**config.mk**
```make
export PLATFORM = sky130hd
export DESIGN_NAME = scanline_window_wait
export DESIGN_NICKNAME = d
export VERILOG_FILES = /design/src/rtl/sline_wait_pkg.sv /design/src/rtl/sline_sampler.sv /design/src/rtl/sline_decode.sv /design/src/rtl/sline_window_cmp.sv /design/src/rtl/scanline_window_wait.sv
export SDC_FILE = /design/constraint.sdc
export NUM_CORES = 1
export LEC_CHECK = 0
export BUFFER_PORTS_ARGS = -buffer_cell sky130_fd_sc_hd__buf_4
export CAP_MARGIN = 30
export CORE_MARGIN = 4
export CORE_UTILIZATION = 34
export DETAILED_ROUTE_END_ITERATION = 7
export GPL_TIMING_DRIVEN = 0
export HOLD_SLACK_MARGIN = 0.08
export PLACE_DENSITY = 0.61
export SETUP_SLACK_MARGIN = 0.4
export SLEW_MARGIN = 20
export SYNTH_ARGS = -nofsm -noshare
export SYNTH_HDL_FRONTEND = slang
export SYNTH_SLANG_ARGS = --single-unit
```
**constraint.sdc**
```tcl
create_clock -name clk_i -period 2.4 [get_ports clk_i]
set_clock_uncertainty 0.05 [all_clocks]
set_input_delay 0.24 -clock clk_i [delete_from_list [all_inputs] [get_ports clk_i]]
set_output_delay 0.24 -clock clk_i [all_outputs]
set_load 0.02 [all_outputs]
```
**src/rtl/sline_wait_pkg.sv**
```systemverilog
package sline_wait_pkg;

    // Bit position of the fields inside the 64-bit wait instruction
    localparam int unsigned OPC_LSB   = 56;
    localparam int unsigned OPC_W     = 8;
    localparam int unsigned UPPER_LSB = 20;
    localparam int unsigned LOWER_LSB = 0;

    // Opcodes the unit accepts
    localparam logic [OPC_W-1:0] OPC_WAIT_ENTER = 8'h05;
    localparam logic [OPC_W-1:0] OPC_WAIT_LEAVE = 8'h06;

    // Which side of the window releases the wait
    typedef enum logic {
        MODE_ENTER = 1'b0,   // release once inside
        MODE_LEAVE = 1'b1    // release once outside
    } wait_mode_e;

endpackage

```
**src/rtl/sline_sampler.sv**
```systemverilog
module sline_sampler #(
    parameter int unsigned LINE_W = 13
) (
    input  logic              clk_i,
    input  logic              rst_ni,
    input  logic [LINE_W-1:0] line_i,
    output logic [LINE_W-1:0] line_o
);

    logic [LINE_W-1:0] line_d, line_q;

    always_comb begin
        line_d = line_i;
    end

    always_ff @(posedge clk_i) begin
        if (!rst_ni) begin
            line_q <= '0;
        end else begin
            line_q <= line_d;
        end
    end

    assign line_o = line_q;

endmodule

```
**src/rtl/sline_decode.sv**
```systemverilog
module sline_decode
    import sline_wait_pkg::*;
#(
    parameter int unsigned LINE_W = 13
) (
    input  logic [63:0]       instr_i,
    output logic              valid_o,
    output wait_mode_e        mode_o,
    output logic [LINE_W-1:0] lower_o,
    output logic [LINE_W-1:0] upper_o
);

    logic [OPC_W-1:0] opc;

    always_comb begin
        opc     = instr_i[OPC_LSB +: OPC_W];
        lower_o = instr_i[LOWER_LSB +: LINE_W];
        upper_o = instr_i[UPPER_LSB +: LINE_W];
        valid_o = (opc == OPC_WAIT_ENTER) || (opc == OPC_WAIT_LEAVE);
        mode_o  = (opc == OPC_WAIT_LEAVE) ? MODE_LEAVE : MODE_ENTER;
    end

endmodule

```
**src/rtl/sline_window_cmp.sv**
```systemverilog
module sline_window_cmp
    import sline_wait_pkg::*;
#(
    parameter int unsigned LINE_W = 13
) (
    input  logic [LINE_W-1:0] line_i,
    input  logic [LINE_W-1:0] lower_i,
    input  logic [LINE_W-1:0] upper_i,
    input  wait_mode_e        mode_i,
    output logic              inside_o,
    output logic              release_o
);

    logic ge_lower, le_upper;

    always_comb begin
        ge_lower  = (line_i >= lower_i);
        le_upper  = (line_i <= upper_i);
        inside_o  = ge_lower && le_upper;
        release_o = (mode_i == MODE_LEAVE) ? !inside_o : inside_o;
    end

endmodule

```
**src/rtl/scanline_window_wait.sv**
```systemverilog
module scanline_window_wait
    import sline_wait_pkg::*;
#(
    parameter int unsigned LINE_W = 13
) (
    input  logic              clk_i,
    input  logic              rst_ni,
    input  logic              start_i,
    input  logic [63:0]       instr_i,
    input  logic [LINE_W-1:0] line_i,
    output logic              busy_o,
    output logic              done_o
);

    localparam logic [63:0] LOWER_MASK = ((64'd1 << LINE_W) - 64'd1) << LOWER_LSB;
    localparam logic [63:0] UPPER_MASK = ((64'd1 << LINE_W) - 64'd1) << UPPER_LSB;
    localparam logic [63:0] OPC_MASK   = ((64'd1 << OPC_W) - 64'd1) << OPC_LSB;
    localparam logic [63:0] USED_MASK  = LOWER_MASK | UPPER_MASK | OPC_MASK;

    typedef struct packed {
        logic              busy;
        logic              done;
        wait_mode_e        mode;
        logic [LINE_W-1:0] lower;
        logic [LINE_W-1:0] upper;
    } wait_state_t;

    wait_state_t st_d, st_q;

    logic              dec_valid;
    wait_mode_e        dec_mode;
    logic [LINE_W-1:0] dec_lower, dec_upper;
    logic [LINE_W-1:0] line_q;
    logic              win_inside, win_release;
    logic              unused_instr;

    // Bits outside the three fields carry no meaning for this unit
    assign unused_instr = ^(instr_i & ~USED_MASK);

    sline_sampler #(.LINE_W(LINE_W)) u_sampler (
        .clk_i  (clk_i),
        .rst_ni (rst_ni),
        .line_i (line_i),
        .line_o (line_q)
    );

    sline_decode #(.LINE_W(LINE_W)) u_decode (
        .instr_i (instr_i),
        .valid_o (dec_valid),
        .mode_o  (dec_mode),
        .lower_o (dec_lower),
        .upper_o (dec_upper)
    );

    sline_window_cmp #(.LINE_W(LINE_W)) u_cmp (
        .line_i    (line_q),
        .lower_i   (st_q.lower),
        .upper_i   (st_q.upper),
        .mode_i    (st_q.mode),
        .inside_o  (win_inside),
        .release_o (win_release)
    );

    always_comb begin
        st_d      = st_q;
        st_d.done = 1'b0;
        if (st_q.busy) begin
            // Pending wait: only the sampled line can end it
            if (win_release) begin
                st_d.busy = 1'b0;
                st_d.done = 1'b1;
            end
        end else if (start_i && dec_valid) begin
            st_d.busy  = 1'b1;
            st_d.mode  = dec_mode;
            st_d.lower = dec_lower;
            st_d.upper = dec_upper;
        end
    end

    always_ff @(posedge clk_i) begin
        if (!rst_ni) begin
            st_q <= '{busy: 1'b0, done: 1'b0, mode: MODE_ENTER,
                      lower: '0, upper: '0};
        end else begin
            st_q <= st_d;
        end
    end

    assign busy_o = st_q.busy;
    assign done_o = st_q.done;

    // single-cycle done
    a_r8_done_single: assert property (@(posedge clk_i) disable iff (!rst_ni)
        done_o |=> !done_o);

    // busy and done never together
    a_r8_excl: assert property (@(posedge clk_i) disable iff (!rst_ni)
        !(busy_o && done_o));

    // done only ends a pending wait
    a_r8_done_after_busy: assert property (@(posedge clk_i) disable iff (!rst_ni)
        done_o |-> $past(busy_o));

    // a pending wait without release stays pending
    a_r3_hold: assert property (@(posedge clk_i) disable iff (!rst_ni)
        (busy_o && !win_release) |=> (busy_o && !done_o));

    // window and mode stay fixed while pending
    a_r9_stable_window: assert property (@(posedge clk_i) disable iff (!rst_ni)
        (busy_o && $past(busy_o)) |-> ($stable(st_q.lower) && $stable(st_q.upper)
                                       && $stable(st_q.mode)));

    // unknown opcode leaves the unit idle
    a_r10_bad_opc: assert property (@(posedge clk_i) disable iff (!rst_ni)
        (!busy_o && start_i && !dec_valid) |=> !busy_o);

    // a valid start from idle makes the unit busy
    a_r6_accept: assert property (@(posedge clk_i) disable iff (!rst_ni)
        (!busy_o && start_i && dec_valid) |=> busy_o);

endmodule

```
==> impl_metrics.tcl <==
set metrics [dict create \
    cap_violations 0 \
    hpwl_um 3340 \
    io_pins 82 \
    finalHoldViolations 0 \
    slew_headroom 0.703 \
    nets 388 \
    fp.dieW_um 86.0 \
    cts_tree "done" \
    clk_latency_ps 290 \
    cts_root_buf "clkbuf_8" \
    routed-via-count 1602 \
    tightestPinTransition_ps 445 \
    arrival_ps 2190 \
    rsz0062_at_grt "yes" \
    netlist_area_um2 2070 \
    setup_slack_ps 398 \
    crit_chain "inv_1 -> ha_4 -> nand4_1 -> nor4_2 -> a31oi_2 -> or4b_1 -> nand3_2" \
    total_power_uw 1430 \
    syn-instance-count 223 \
    required_ps 2580 \
    critPathBufInv 1 \
    worstSetupPathType "flop to flop" \
    hold_class "input pin to flop" \
    fin_tns_setup_ps 0 \
    synth_cell_types 31 \
    layout_commonest_cell "buf_4" \
    path_delay_family "simple AND/OR/NAND/NOR gates" \
    slowest_delay_ps 510 \
    antenna_found_initial 0 \
    core_um2 5920 \
    cts-buffers-inserted 5 \
    remaining_drc_errors 0 \
    critPathMaxFanout 4 \
    finalMaxSlewViolations 0 \
    cp-end-kind "flop" \
    rows 28 \
    finalCritPeriodShare 0.834 \
    grt_pass1_wl_um 6950 \
    numPortBuffers 51 \
    initial_core_util 0.350 \
    power.leakage_uw 0.00133 \
    fin_crit_ps 2000 \
    vias_per_cell 4.47 \
    ys_seq_area_frac 0.406 \
    start_kind "flop" \
    synth-seq-cells 42 \
    avgSynthCellArea_um2 9.28 \
    gp_congestion 0.709 \
    cts_buffer_depth 2 \
    ant_nets 0 \
    layout_common_cells "buf_4, dfxtp_1, nor2_1, mux2i_1, inv_1" \
    htreeDepth 2 \
    die-height_um 86.0 \
    first_pass_iters 4 \
    dieArea_um2 7400 \
    crit_slowest_cell "or4b_1" \
    status "finished clean" \
    track_usage 0.118 \
    fmax_ghz 0.499 \
    layout-drive-gt1-share 0.272 \
    mappedNetlistNets 329 \
    synth-async-reset-ratio 0 \
    ys.flop_type "dfxtp_1" \
    setup_viol 0 \
    grt_pass1_vias 1572 \
    drt_iter0_markers 19 \
    grt_max_degree 13 \
    cts_num_sinks 42 \
    layout.cells.non_filler 358 \
    placedCellCount 349 \
    clk_pin_slew_ps 80 \
    overflow 0 \
    synth_edf_count 0 \
    p_per_area_nw_per_um2 524 \
    drt-total-wl_um 4260 \
    ys_warn_count 0 \
    wire_per_inst_um 11.9 \
    post-place-ws_ps 412 \
    area_delta_synth_final_pct 32.0 \
    max-vdd-ir-drop_mv 0.267 \
    antenna_cells 0 \
]
[metal layers]
layer	part of all wire	track usage	wire, µm	vias to the layer above
li1	-	-	-	862
met1	0.46	0.149	1960	702
met2	0.47	0.191	2000	33
met3	0.053	0.0346	226	5
met4	0.016	0.0432	68	0
met5	0	0	0	-
[registers in the layout, indices dropped and copies added, names as in the netlist]
register          flops
st_q                 27
u_sampler.line_o     13
done_o                1
busy_o                1
[area by class of cell]
type,count,area (µm²)
Clock buffer,7,76.3
Timing Repair Buffer,52,390
Inverter,26,97.6
Tap cell,75,93.8
Sequential cell,42,846
Fill cell,584,3190
Clock inverter,1,30.0
Multi-Input combinational cell,150,1160
Buffer,5,33.8
[Yosys cell counts, types with 2 or more instances]
library cell / n / area, µm²
dfxtp_1: 42 / 841
o21a_1: 2 / 15.0
nand3_1: 3 / 15.0
a31oi_1: 2 / 12.5
o21ai_0: 4 / 20.0
nor2_1: 31 / 116
and2_1: 13 / 81.3
buf_6: 2 / 22.5
nand2b_1: 2 / 12.5
ha_1: 26 / 325
clkbuf_1: 3 / 11.3
nand4_1: 3 / 18.8
a21oi_1: 15 / 75.1
nand2_1: 9 / 33.8
inv_1: 25 / 93.8
mux2i_1: 26 / 260
[path summary, 6_finish.rpt]
check                       startpoint                        endpoint  slack, ps  cells after the start
setup reg to reg  st_q[7]$_SDFFE_PN0P_               busy_o$_SDFF_PN0_        400                      7
hold / removal               line_i[0]  u_sampler.line_o[0]$_SDFF_PN0_        100                      2
hold reg to reg   st_q[5]$_SDFFE_PN0P_            st_q[5]$_SDFFE_PN0P_        440                      2
setup / recovery  st_q[7]$_SDFFE_PN0P_               busy_o$_SDFF_PN0_        400                      7
[stage by stage]
step / instance area (µm²) / hold slack [ps] / util
global placement: 2550 / 400 / 0.430
finish: 2730 / 104 / 0.462
detailed placement: 2550 / 403 / 0.430
floorplan: 2070 / 312 / -
global route: 2730 / 93.6 / 0.462
CTS: 2650 / 93.0 / 0.448
[repair_timing]
item	4_1_cts	5_1_grt
buffers inserted	0	1
resized for setup	0	14
endpoints found under the hold margin	0	0
pin swaps	1	6
setup endpoints to repair	2	2
hold buffers	0	0
[power breakdown]
group	internal [µW]	leakage [µW]	switching [µW]
sequential	709	0.000344	9.69
clock	311	0.0000524	227
combinational	103	0.000934	71.8
[cells by family after synthesis]
group | count (synthesis) | share of synthesized area
xor+xnor | 1 | 0.00423
flops | 42 | 0.406
compound gates | 26 | 0.0713
simple gates | 71 | 0.172
mux | 26 | 0.126
buf+inv | 31 | 0.0635
fa+ha+maj | 26 | 0.157
(Power assumes the default switching activity.)
